File: src/rtl/fl_ilv_pkg.sv
package fl_ilv_pkg;

    typedef enum logic {
        WS_ZERO = 1'b0,
        WS_ONE  = 1'b1
    } ws_mode_e;

    typedef struct packed {
        logic wait1;   // one-wait-state miss: first cycle of the access
        logic pend;    // response is due this cycle
        logic bank;    // bank that supplies the response
    } ctl_state_t;

    typedef struct packed {
        ws_mode_e mode_seen;
    } top_state_t;

endpackage

File: src/rtl/fl_ilv_bank_port.sv
module fl_ilv_bank_port #(
    parameter int BAW = 11
) (
    input  logic           clk,
    input  logic           rst_n,
    input  logic           launch,
    input  logic [BAW-1:0] launch_addr,
    input  logic           drop,
    output logic [BAW-1:0] addr_o,
    output logic           start_o,
    output logic           held_o
);

    typedef struct packed {
        logic [BAW-1:0] addr;
        logic           start;
        logic           held;
    } port_state_t;

    port_state_t s_d, s_q;

    always_comb begin
        s_d       = s_q;
        s_d.start = launch;
        if (launch) begin
            s_d.addr = launch_addr;
            s_d.held = 1'b1;
        end
        if (drop) begin
            s_d.held = 1'b0;
        end
    end

    always_ff @(posedge clk or negedge rst_n) begin
        if (!rst_n) begin
            s_q <= '0;
        end else begin
            s_q <= s_d;
        end
    end

    assign addr_o  = s_q.addr;
    assign start_o = s_q.start;
    assign held_o  = s_q.held;

    // a launch shows up on the port one cycle later with the same address
    p_launch_visible_r1: assert property (@(posedge clk) disable iff (!rst_n)
        launch |=> (start_o && addr_o == $past(launch_addr)));

endmodule

File: src/rtl/fl_ilv_seq_ctl.sv
module fl_ilv_seq_ctl
    import fl_ilv_pkg::*;
(
    input  logic clk,
    input  logic rst_n,
    input  logic one_ws,
    input  logic req_valid,
    input  logic req_bank,
    input  logic hit,
    output logic req_ready,
    output logic accept,
    output logic rsp_valid,
    output logic rsp_bank
);

    ctl_state_t s_d, s_q;
    ws_mode_e   mode;

    assign mode      = ws_mode_e'(one_ws);
    assign req_ready = !s_q.wait1;
    assign accept    = req_valid && req_ready;

    always_comb begin
        s_d       = s_q;
        s_d.pend  = 1'b0;
        s_d.wait1 = 1'b0;
        if (s_q.wait1) begin
            s_d.pend = 1'b1;
        end else if (accept) begin
            s_d.bank = req_bank;
            if (mode == WS_ONE && !hit) begin
                s_d.wait1 = 1'b1;
            end else begin
                s_d.pend = 1'b1;
            end
        end
    end

    always_ff @(posedge clk or negedge rst_n) begin
        if (!rst_n) begin
            s_q <= '0;
        end else begin
            s_q <= s_d;
        end
    end

    assign rsp_valid = s_q.pend;
    assign rsp_bank  = s_q.bank;

    // zero wait states answer in the next cycle
    p_zero_ws_next_r2: assert property (@(posedge clk) disable iff (!rst_n)
        (accept && !one_ws) |=> rsp_valid);

    // a miss idles one cycle with ready low, then answers
    p_miss_gap_r3: assert property (@(posedge clk) disable iff (!rst_n)
        (accept && one_ws && !hit) |=> (!rsp_valid && !req_ready) ##1 rsp_valid);

    // a hit answers in the next cycle from the requested bank
    p_hit_next_r4: assert property (@(posedge clk) disable iff (!rst_n)
        (accept && one_ws && hit) |=> (rsp_valid && rsp_bank == $past(req_bank)));

endmodule

File: src/rtl/flash_ilv_reader.sv
module flash_ilv_reader
    import fl_ilv_pkg::*;
#(
    parameter int AW = 12,
    parameter int DW = 32
) (
    input  logic          clk,
    input  logic          rst_n,
    input  logic          cfg_one_ws,
    input  logic          req_valid,
    input  logic [AW-1:0] req_addr,
    output logic          req_ready,
    output logic          rsp_valid,
    output logic [DW-1:0] rsp_data,
    output logic [AW-2:0] bank0_addr,
    output logic          bank0_start,
    input  logic [DW-1:0] bank0_rdata,
    output logic [AW-2:0] bank1_addr,
    output logic          bank1_start,
    input  logic [DW-1:0] bank1_rdata
);

    localparam int BAW    = AW - 1;
    localparam int NBANKS = 2;

    top_state_t     s_d, s_q;
    logic           cfg_chg;
    logic           drop;
    logic           accept;
    logic           hit;
    logic           rsp_bank;
    logic           req_bank;
    logic [BAW-1:0] req_word;
    logic [AW-1:0]  nxt_addr;
    logic [BAW-1:0] nxt_word;

    logic [BAW-1:0] bk_addr   [NBANKS];
    logic           bk_start  [NBANKS];
    logic           bk_held   [NBANKS];
    logic           launch_v  [NBANKS];
    logic [BAW-1:0] launch_a  [NBANKS];

    // configuration tracking
    always_comb begin
        s_d           = s_q;
        s_d.mode_seen = ws_mode_e'(cfg_one_ws);
    end

    always_ff @(posedge clk or negedge rst_n) begin
        if (!rst_n) begin
            s_q <= '0;
        end else begin
            s_q <= s_d;
        end
    end

    assign cfg_chg  = (ws_mode_e'(cfg_one_ws) != s_q.mode_seen);
    assign drop     = cfg_chg || !cfg_one_ws;

    assign req_bank = req_addr[0];
    assign req_word = req_addr[AW-1:1];
    assign nxt_addr = req_addr + AW'(1);
    assign nxt_word = nxt_addr[AW-1:1];

    assign hit = cfg_one_ws && !cfg_chg && bk_held[req_bank]
                 && (bk_addr[req_bank] == req_word);

    always_comb begin
        for (int i = 0; i < NBANKS; i++) begin
            if (i == int'(req_bank)) begin
                launch_v[i] = accept && !hit;
                launch_a[i] = req_word;
            end else begin
                launch_v[i] = accept && cfg_one_ws;
                launch_a[i] = nxt_word;
            end
        end
    end

    for (genvar g = 0; g < NBANKS; g++) begin : g_bank
        fl_ilv_bank_port #(.BAW(BAW)) u_port (
            .clk         (clk),
            .rst_n       (rst_n),
            .launch      (launch_v[g]),
            .launch_addr (launch_a[g]),
            .drop        (drop),
            .addr_o      (bk_addr[g]),
            .start_o     (bk_start[g]),
            .held_o      (bk_held[g])
        );
    end

    fl_ilv_seq_ctl u_ctl (
        .clk       (clk),
        .rst_n     (rst_n),
        .one_ws    (cfg_one_ws),
        .req_valid (req_valid),
        .req_bank  (req_bank),
        .hit       (hit),
        .req_ready (req_ready),
        .accept    (accept),
        .rsp_valid (rsp_valid),
        .rsp_bank  (rsp_bank)
    );

    assign bank0_addr  = bk_addr[0];
    assign bank0_start = bk_start[0];
    assign bank1_addr  = bk_addr[1];
    assign bank1_start = bk_start[1];
    assign rsp_data    = rsp_bank ? bank1_rdata : bank0_rdata;

    // one-wait-state acceptance starts the other bank on the next word
    p_prefetch_other_r5: assert property (@(posedge clk) disable iff (!rst_n)
        (accept && cfg_one_ws) |=>
            ($past(req_bank) ? (bank0_start && bank0_addr == $past(nxt_word))
                             : (bank1_start && bank1_addr == $past(nxt_word))));

    // zero wait states start exactly one bank per acceptance
    p_single_bank_r10: assert property (@(posedge clk) disable iff (!rst_n)
        (accept && !cfg_one_ws) |=> ($countones({bank0_start, bank1_start}) == 1));

    // a configuration change leaves no word held
    p_cfg_drop_r9: assert property (@(posedge clk) disable iff (!rst_n)
        cfg_chg |=> (!bk_held[0] && !bk_held[1]));

endmodule

File: config.mk
export PLATFORM = sky130hd
export DESIGN_NAME = flash_ilv_reader
export DESIGN_NICKNAME = d
export VERILOG_FILES = /design/src/rtl/fl_ilv_pkg.sv /design/src/rtl/fl_ilv_bank_port.sv /design/src/rtl/fl_ilv_seq_ctl.sv /design/src/rtl/flash_ilv_reader.sv
export SDC_FILE = /design/constraint.sdc
export NUM_CORES = 1
export LEC_CHECK = 0
export BUFFER_PORTS_ARGS = -buffer_cell sky130_fd_sc_hd__buf_2
export CAP_MARGIN = 10
export CORE_ASPECT_RATIO = 0.9
export CORE_MARGIN = 5
export CORE_UTILIZATION = 40
export CTS_BUF_LIST = sky130_fd_sc_hd__clkbuf_8
export CTS_CLUSTER_SIZE = 12
export DETAILED_ROUTE_END_ITERATION = 16
export PLACE_DENSITY_LB_ADDON = 0.12
export SYNTH_ARGS = -nofsm -noshare
export SYNTH_HDL_FRONTEND = slang
export SYNTH_SLANG_ARGS = --single-unit
File: constraint.sdc
create_clock -name clk -period 2 [get_ports clk]
set_clock_uncertainty 0.1 [all_clocks]
set_input_delay 0.2 -clock clk [delete_from_list [all_inputs] [get_ports clk]]
set_output_delay 0.2 -clock clk [all_outputs]
set_load 0.01 [all_outputs]
# Yosys cells after proc, flatten, opt, wreduce, memory -nomap -nowiden
# Cells that the tools add are included.
# totals
reg_bits	30
in_bits	80
out_inout_bits	58
elab_cells	51
# classes
n_addsub	1
magnitude_cmp	1
n_eq_ne	2
muxes	20
bitwise_logic	2
n_reduce_logical	15
# op_table
op	n
$mux 11	5
$mux 32	1
$mux 1	13
$add 12x1->12 const B	1
$eq 11x11->1	1
$logic_and 1x1->1	7
$logic_not 1->1	4
$reduce_bool 2->1	2
$mux 3	1
$ge 2x2->1 const B	1
$not 1->2	1
$reduce_and 2->1	1
$logic_or 1x1->1	1
$ne 1x1->1	1
$not 1->1	1

# Logic depth before layout (Yosys ltp)
# Gate-level depths: netlist (run 1).
# logic_depth
depth_word	11
mapped_depth	10
ltp_nobuf	7

# Modules after synthesis
# From an unflattened synthesis (run 1), not the netlist that was laid out.
# hier_totals
cells_unflattened	180
area_unflattened_um2	2139.6
# modules_own_cells
mod	n_inst	cells_each	area_each_um2	seq_area_each_um2
fl_ilv_bank_port	2	26	504.2	325.3
flash_ilv_reader	1	119	1007.2	25.0
fl_ilv_seq_ctl	1	9	123.9	75.1

# Worst setup path after synthesis (run 1)
# No wires, ideal clock.
# synth_timing
path_type	input to register
startpoint	input req_addr[0]
endpoint	register g_bank[1].u_port.s_q (netlist bit g_bank[1].u_port.addr_o[10])
setup_ps	127
arrival_ps	1983
t_required_ps	1773
slack_ps	-210
cell_stages	10
path_buffers	4
cell_sequence	buf_6 -> buf_6 -> mux2i_1 -> xnor2_1 -> nor4_4 -> and4_1 -> buf_2 -> a211o_1 -> buf_4 -> mux2_1
# synth_between
elab_chain_cells	9
word_cells_on_any_way	15
classes_between	1 x add/sub; 1 x eq/ne; 8 x mux; 1 x bitwise; 4 x reduce/logical
# synth_lines
item	line_no	rtl
from (decl)	flash_ilv_reader.sv:11	input logic [AW-1:0] req_addr,
$not 1->2 (not written as such)	flash_ilv_reader.sv:65, flash_ilv_reader.sv:66	
$mux 11 (not written as such) / $mux 1 (equally long branches) (3 in series)	flash_ilv_reader.sv:66, flash_ilv_reader.sv:65	
$eq 11x11->1 / $logic_and 1x1->1 (equally long branches)	flash_ilv_reader.sv:66, flash_ilv_reader.sv:65	
$logic_and 1x1->1	flash_ilv_reader.sv:66	&& (bk_addr[req_bank] == req_word);
$logic_not 1->1	flash_ilv_reader.sv:71	launch_v[i] = accept && !hit;
$logic_and 1x1->1	flash_ilv_reader.sv:71	
$mux 1	flash_ilv_reader.sv:70	if (i == int'(req_bank)) begin
to (signal assigned)	fl_ilv_bank_port.sv:36	s_q <= '0;
to (signal assigned)	fl_ilv_bank_port.sv:38	s_q <= s_d;
to (decl)	fl_ilv_bank_port.sv:20	port_state_t s_d, s_q;
# Parallel ways exist; a longest one is shown, timed or not. The select of a mux whose other input is x is not followed.
# A chain may end at the register's enable or synchronous reset.

# Final worst setup path (run 1)
# layout_timing
startpoint	register g_bank[1].u_port.s_q (netlist bit g_bank[1].u_port.addr_o[1])
endpoint	register g_bank[1].u_port.s_q (netlist bit g_bank[1].u_port.addr_o[4])
# layout_between
elab_chain_cells	8
# layout_lines
item	line_no
$mux 11 (not written as such) (3 in series)	flash_ilv_reader.sv:66
$eq 11x11->1	flash_ilv_reader.sv:66
$logic_and 1x1->1	flash_ilv_reader.sv:66
$logic_not 1->1	flash_ilv_reader.sv:71
$logic_and 1x1->1	flash_ilv_reader.sv:71
$mux 1	flash_ilv_reader.sv:70
# No other way between the ends. The select of a mux whose other input is x is not followed.

==> results.sh, run 1 <==
export IMPL_violations="negative setup slack"
export IMPL_synth_area_per_cell_sq_um=10.13
export IMPL_n_antenna_cell=0
export IMPL_fmax_mhz=456.7
export IMPL_final_cells=474
export IMPL_cts_buffers=5
export IMPL_cp_start_kind="register"
export IMPL_async_reset_ff_frac=1.000
export IMPL_synth_cells=221
export IMPL_synth_cell_type_count=42
export IMPL_synthMuxAreaShare=0.2739
export IMPL_crit_path_start="g_bank[1].u_port.addr_o[1]"
export IMPL_syn2layout_area_growth_pct=59.42
export IMPL_hold_depth=2
export IMPL_crit_fanout=4
export IMPL_final_common_cell="buf_2"
export IMPL_drc=0
export IMPL_arrival_ns=2.26
export IMPL_synth_top_area_cell="dfrtp_1"
export IMPL_rsz0062_at_grt="true"
export IMPL_ys_seq_area_frac=0.3354
export IMPL_critPathKind="reg -> reg"
export IMPL_reg2reg_from="g_bank[1].u_port.addr_o[1]"
export IMPL_cts_sinks=30
export IMPL_clk_pin_slew_ns=0.07
export IMPL_hold_viol=0
export IMPL_yosys_area_share_simple=0.1330
export IMPL_synth_compound_gate_area_share=0.1157
export IMPL_status="finished with violations"
export IMPL_clk_latency_ns=0.29
export IMPL_ys_warn_count=0
export IMPL_grt_pass1_vias=2442
export IMPL_r2r_end="g_bank[1].u_port.addr_o[4]"
export IMPL_dieWidth_microns=88.85
export IMPL_dpl_hpwl_microns=6365
export IMPL_port_buffers=137
export IMPL_synth_flop_cell="dfrtp_1"
export IMPL_clk_path_buf_depth=2
export IMPL_end_kind="register"
export IMPL_grtUsageTotal=0.2157
export IMPL_min_from="cfg_one_ws"
export IMPL_nets=488
export IMPL_synth_edff_count=0
export IMPL_final_cell_mix="buf_2, buf_4, mux2_2"
export IMPL_worst_slack_ns=-0.1895
export IMPL_crit_chain="mux2i_1 -> xnor2_1 -> nor4_4 -> and4_1 -> a211o_1 -> buf_4 -> mux2_4"
export IMPL_r2r_cells=7
export IMPL_place_gp_congestion=0.8956
export IMPL_worst_pin_slew_ns=0.6895
export IMPL_drive_gt1_frac=0.6314
export IMPL_max_cap_violations=0
export IMPL_root_buffer="clkbuf_8"
export IMPL_ir_drop_v=0.0005070
export IMPL_syn_num_nets=303
export IMPL_rrSetupSlack_ns=-0.19
export IMPL_post_place_cells=461
export IMPL_drt_iter0_drc=138
export IMPL_fin_tns_setup_ns=-2.195
export IMPL_cp_top_family="simple AND/OR/NAND/NOR gates"
export IMPL_leakagePower_nw=1.850
export IMPL_routed_wl_microns=7902
export IMPL_grt_pass1_wl_microns=11940
export IMPL_worstPathRequired_ns=2.07
export IMPL_netlist_area_sq_um=2238
export IMPL_fin_crit_sh=1.095
export IMPL_slowest_delay_ns=0.40
export IMPL_synth_top_family_by_area="multiplexers"
export IMPL_ys_top_cells_by_area="dfrtp_1, mux2_2, mux2i_1"
export IMPL_synth_xor_xnor_area_share=0.07826
export IMPL_power_density_nw_per_um2=656.8
export IMPL_ys_ff_latch=30
export IMPL_pin_count=138
export IMPL_setup_viol=16
export IMPL_critPathBufInv=1
export IMPL_period_needed_ns=2.189
export IMPL_yosys_area_top_type_share=0.3354
export IMPL_die_y_microns=80.97
export IMPL_die_area_sq_um=7194
export IMPL_htree_levels=2
export IMPL_holdPathEnd="s_q"
export IMPL_antenna_left=0
export IMPL_cts_tree="done"
export IMPL_wl_per_cell_microns=16.67
export IMPL_slew_headroom=0.5403
export IMPL_synth_fa_ha_area_frac=0.01118
export IMPL_initial_utilization=0.4185
export IMPL_dr_pass1_iters=4
export IMPL_grt_max_degree=33
export IMPL_hold_path_class="in -> reg"
export IMPL_rows=25
export IMPL_slowest_stage="dfrtp_1"
export IMPL_vias=2419
export IMPL_core_area_sq_um=5349
export IMPL_final_max_slew_violation_count=0
export IMPL_viasPerCell=5.103
export IMPL_gr_total_overflow=0
export IMPL_antenna_found_initial=0
[how the worst max path moves through the flow]
stage / to / slack [ns] / cells past startpoint
floorplan: g_bank[1].u_port.addr_o[10] / -0.18 / 10
CTS: g_bank[1].u_port.addr_o[4] / -0.16 / 7
global route: g_bank[1].u_port.addr_o[4] / -0.25 / 7
finish: g_bank[1].u_port.addr_o[4] / -0.19 / 7
detailed placement: g_bank[1].u_port.addr_o[2] / -0.50 / 8
global placement: g_bank[1].u_port.addr_o[6] / -0.48 / 8
[Yosys cell counts (2+ instances only)]
| cell type | count |
|---|---|
| mux2_1 | 7 |
| a221oi_1 | 2 |
| buf_6 | 2 |
| o21ai_0 | 4 |
| a31oi_1 | 3 |
| o311ai_0 | 2 |
| and4_1 | 4 |
| ha_1 | 2 |
| nor3_1 | 5 |
| a221o_1 | 2 |
| nor4_4 | 2 |
| xnor2_1 | 15 |
| a211oi_1 | 3 |
| dfrtp_1 | 30 |
| o21ba_2 | 2 |
| o22ai_1 | 5 |
| nand3_1 | 5 |
| inv_1 | 12 |
| nand2_1 | 19 |
| mux2_2 | 35 |
| mux2i_1 | 14 |
| nand4_1 | 2 |
| nor2_1 | 9 |
| clkbuf_1 | 10 |
| and3_1 | 2 |
| a21oi_1 | 3 |
| xor2_1 | 5 |
[flip-flops by register name, summed over array words and instances, names as in the netlist]
register               flops
g_bank.u_port.addr_o      22
g_bank.u_port.held_o       2
g_bank.u_port.start_o      2
s_q                        1
u_ctl.rsp_bank             1
u_ctl.rsp_valid            1
u_ctl.s_q                  1
[area by class of cell]
class | count | area (sq um)
fillers | 461 | 1780
multi-input cells | 165 | 1479
repair buffers | 192 | 1115
flip-flops and latches | 30 | 750.7
well taps | 67 | 83.83
clock buffers | 6 | 82.58
inverters | 12 | 45.04
clock inverters | 2 | 12.51
[logic make-up after synthesis]
kind of cell | after synthesis
AOI/OAI and AO/OA | 34
xor gates and xnor gates | 20
adders and majority gates | 2
buffers and inverters | 26
DFF | 30
muxes | 56
and+or+nand+nor | 53
[through the flow]
| step | power (mW) | cell area, sq um | worst slack (ns) | hold slack (ns) | util |
|---|---|---|---|---|---|
| 2_1_floorplan | 1.288 | 2283 | -0.1797 | -0.1956 | - |
| 3_3_place_gp | 1.752 | 3344 | -0.4848 | 0.1820 | 0.6253 |
| 3_5_place_dp | 1.770 | 3344 | -0.5003 | 0.1890 | 0.6253 |
| 4_1_cts | 2.331 | 3511 | -0.1591 | 0.08379 | 0.6564 |
| 5_1_grt | 2.487 | 3568 | -0.2462 | 0.08627 | 0.6671 |
| 6_report | 2.344 | 3568 | -0.1895 | 0.09185 | 0.6671 |
[where the power goes]
part	switching, mW	leakage [nW]	internal (mW)	total [mW]
clock	0.253	0.0472	0.277	0.530
combinational	0.498	1.45	0.566	1.06
sequential	0.0559	0.356	0.695	0.751
total	0.807	1.85	1.54	2.34
[timing repair]
item                       CTS  global route
setup buffers                3             2
pin swaps                    7             2
hold buffers                 1             0
hold endpoints to repair    30             0
setup endpoints to repair   20            23
gates resized for setup     11             7
[routing by layer]
metal	wire length [microns]	global-route usage	up-vias	share of wire
met4	51	0.04683	0	0.0065
met5	0	0	-	0
met1	3144	0.2738	1139	0.40
met2	3975	0.3769	106	0.50
li1	-	-	1168	-
met3	730	0.04361	6	0.092
Note: power is estimated with default switching activity, not from simulation.
==> run 2: changes to the inputs <==
==> constraint.sdc (replaced) <==
create_clock -name clk -period 1.8 [get_ports clk]
set_clock_uncertainty 0.1 [all_clocks]
set_input_delay 0.18 -clock clk [delete_from_list [all_inputs] [get_ports clk]]
set_output_delay 0.18 -clock clk [all_outputs]
set_load 0.01 [all_outputs]
==> run 2 against run 1 <==
The run still ends with negative setup slack left. Power up 13%. Clock power up 10%. Sequential cell count did not move. Sequential share of layout area is 1.1 points lower. Worst hold slack got worse by 0.016 ns. Die area unchanged. Critical endpoint is now g_bank[1].u_port.addr_o[2]. Largest cell class unchanged. Largest power group unchanged. Highest routed layer unchanged.
==> results.sh, run 2 (synthesis gave the netlist of run 1 again) <==
export IMPL_status="finished with violations"
export IMPL_violations="negative setup slack"
export IMPL_crit_fanout=4
export IMPL_setup_viol=25
export IMPL_hold_path_class="in -> reg"
export IMPL_worst_pin_slew_ns=0.7041
export IMPL_dieWidth_microns=88.85
export IMPL_wl_per_cell_microns=16.74
export IMPL_htree_levels=2
export IMPL_fmax_mhz=463.2
export IMPL_grt_pass1_vias=2473
export IMPL_core_area_sq_um=5349
export IMPL_drt_iter0_drc=108
export IMPL_arrival_ns=2.23
export IMPL_final_common_cell="buf_2"
export IMPL_grt_max_degree=33
export IMPL_initial_utilization=0.4185
export IMPL_max_cap_violations=0
export IMPL_cts_sinks=30
export IMPL_pin_count=138
export IMPL_dpl_cell_area_sq_um=3456
export IMPL_drc=0
export IMPL_worstPathRequired_ns=1.87
export IMPL_grt_pass1_wl_microns=12070
export IMPL_viasPerCell=5.043
export IMPL_clk_path_buf_depth=2
export IMPL_place_gp_congestion=0.8689
export IMPL_n_antenna_cell=0
export IMPL_min_from="cfg_one_ws"
export IMPL_final_cell_mix="buf_2, buf_4, mux2_2"
export IMPL_largest_reg_flops=22
export IMPL_period_needed_ns=2.159
export IMPL_slew_headroom=0.5306
export IMPL_holdPathEnd="s_q"
export IMPL_grtUsageTotal=0.2197
export IMPL_cts_tree="done"
export IMPL_whs_ns=0.07578
export IMPL_die_y_microns=80.97
export IMPL_rows=25
export IMPL_drive_gt1_frac=0.6651
export IMPL_antenna_left=0
export IMPL_critPathBufInv=1
export IMPL_vias=2461
export IMPL_worst_slack_ns=-0.3588
export IMPL_fin_tns_setup_ns=-5.931
export IMPL_port_buffers=137
export IMPL_critPathKind="reg -> reg"
export IMPL_cp_start_kind="register"
export IMPL_reg2reg_from="g_bank[0].u_port.addr_o[1]"
export IMPL_end_kind="register"
export IMPL_grt_busiest_layer="met2"
export IMPL_clk_pin_slew_ns=0.07
export IMPL_slowest_stage="dfrtp_1"
export IMPL_cts_buffers=5
export IMPL_grtUsageMet3=0.04564
export IMPL_leakagePower_nw=1.929
export IMPL_fin_crit_sh=1.199
export IMPL_antenna_found_initial=0
export IMPL_grt_use_met2=0.3739
export IMPL_slowest_delay_ns=0.41
export IMPL_stdcell_area_sq_um=3769
export IMPL_power_density_nw_per_um2=705.0
export IMPL_grt_use_met1=0.2813
export IMPL_rrSetupSlack_ns=-0.36
export IMPL_final_max_slew_violation_count=0
export IMPL_r2r_cells=7
export IMPL_clk_latency_ns=0.30
export IMPL_hold_depth=2
export IMPL_dr_pass1_iters=4
export IMPL_r2r_end="g_bank[1].u_port.addr_o[2]"
export IMPL_nets=502
export IMPL_root_buffer="clkbuf_8"
export IMPL_syn2layout_area_growth_pct=68.36
export IMPL_dpl_hpwl_microns=6412
export IMPL_routed_wl_microns=8169
export IMPL_crit_chain="mux2i_1 -> xnor2_1 -> nor4_4 -> and4_4 -> a211o_1 -> buf_6 -> mux2_4"
export IMPL_rsz0062_at_grt="true"
export IMPL_ir_drop_v=0.0006336
export IMPL_gr_total_overflow=0
export IMPL_hold_viol=0
export IMPL_die_area_sq_um=7194
export IMPL_cp_top_family="simple AND/OR/NAND/NOR gates"
run 2: changes by cell type in the layout (fill, tap and decap cells not counted), sizes merged:
cell,delta
buf,+14
run 2: power by group:
part / internal [mW] / total (mW) / switching (mW)
Combinational: 0.673 / 1.24 / 0.563
Sequential: 0.772 / 0.836 / 0.0641
Clock: 0.307 / 0.585 / 0.278
run 2: per-layer routing:
layer | share of wire | wire (microns)
met5 | 0 | 0
met3 | 0.076 | 621
met4 | 0.014 | 118
met1 | 0.40 | 3297
met2 | 0.51 | 4132
run 2: timing repair:
action                                  4_1_cts  5_1_grt
endpoints found under the hold margin        30        0
hold buffers                                  1        0
endpoints found under the setup margin       26       26
gates resized for setup                      17       18
buffers inserted                              5        8
pin swaps                                     5        7
run 2: worst max-delay path by stage:
stage,start,to,cells past startpoint
2_1_floorplan,req_addr[0],g_bank[1].u_port.addr_o[10],10
6_report,g_bank[0].u_port.addr_o[1],g_bank[1].u_port.addr_o[2],7
5_1_grt,g_bank[1].u_port.addr_o[1],g_bank[1].u_port.addr_o[8],7
3_3_place_gp,req_addr[0],g_bank[1].u_port.addr_o[6],8
3_5_place_dp,req_addr[0],g_bank[1].u_port.addr_o[2],8
4_1_cts,g_bank[1].u_port.addr_o[5],g_bank[1].u_port.addr_o[2],7
run 2: area by class of cell:
cell class	count	area (sq um)
Timing Repair Buffer	206	1271
Inverter	12	45.04
Multi-Input combinational cell	165	1523
Clock buffer	6	82.58
Fill cell	440	1580
Clock inverter	2	12.51
Sequential cell	30	750.7
Tap cell	67	83.83
run 2: metrics by stage:
stage	instances	worst slack (ns)	power, mW	util
after floorplan	221	-0.3597	1.435	-
after global placement	471	-0.7000	1.971	0.6461
after detailed placement	471	-0.7694	1.989	0.6461
after CTS	484	-0.3238	2.621	0.6835
after global routing	488	-0.4712	2.818	0.7046
final	488	-0.3588	2.657	0.7046
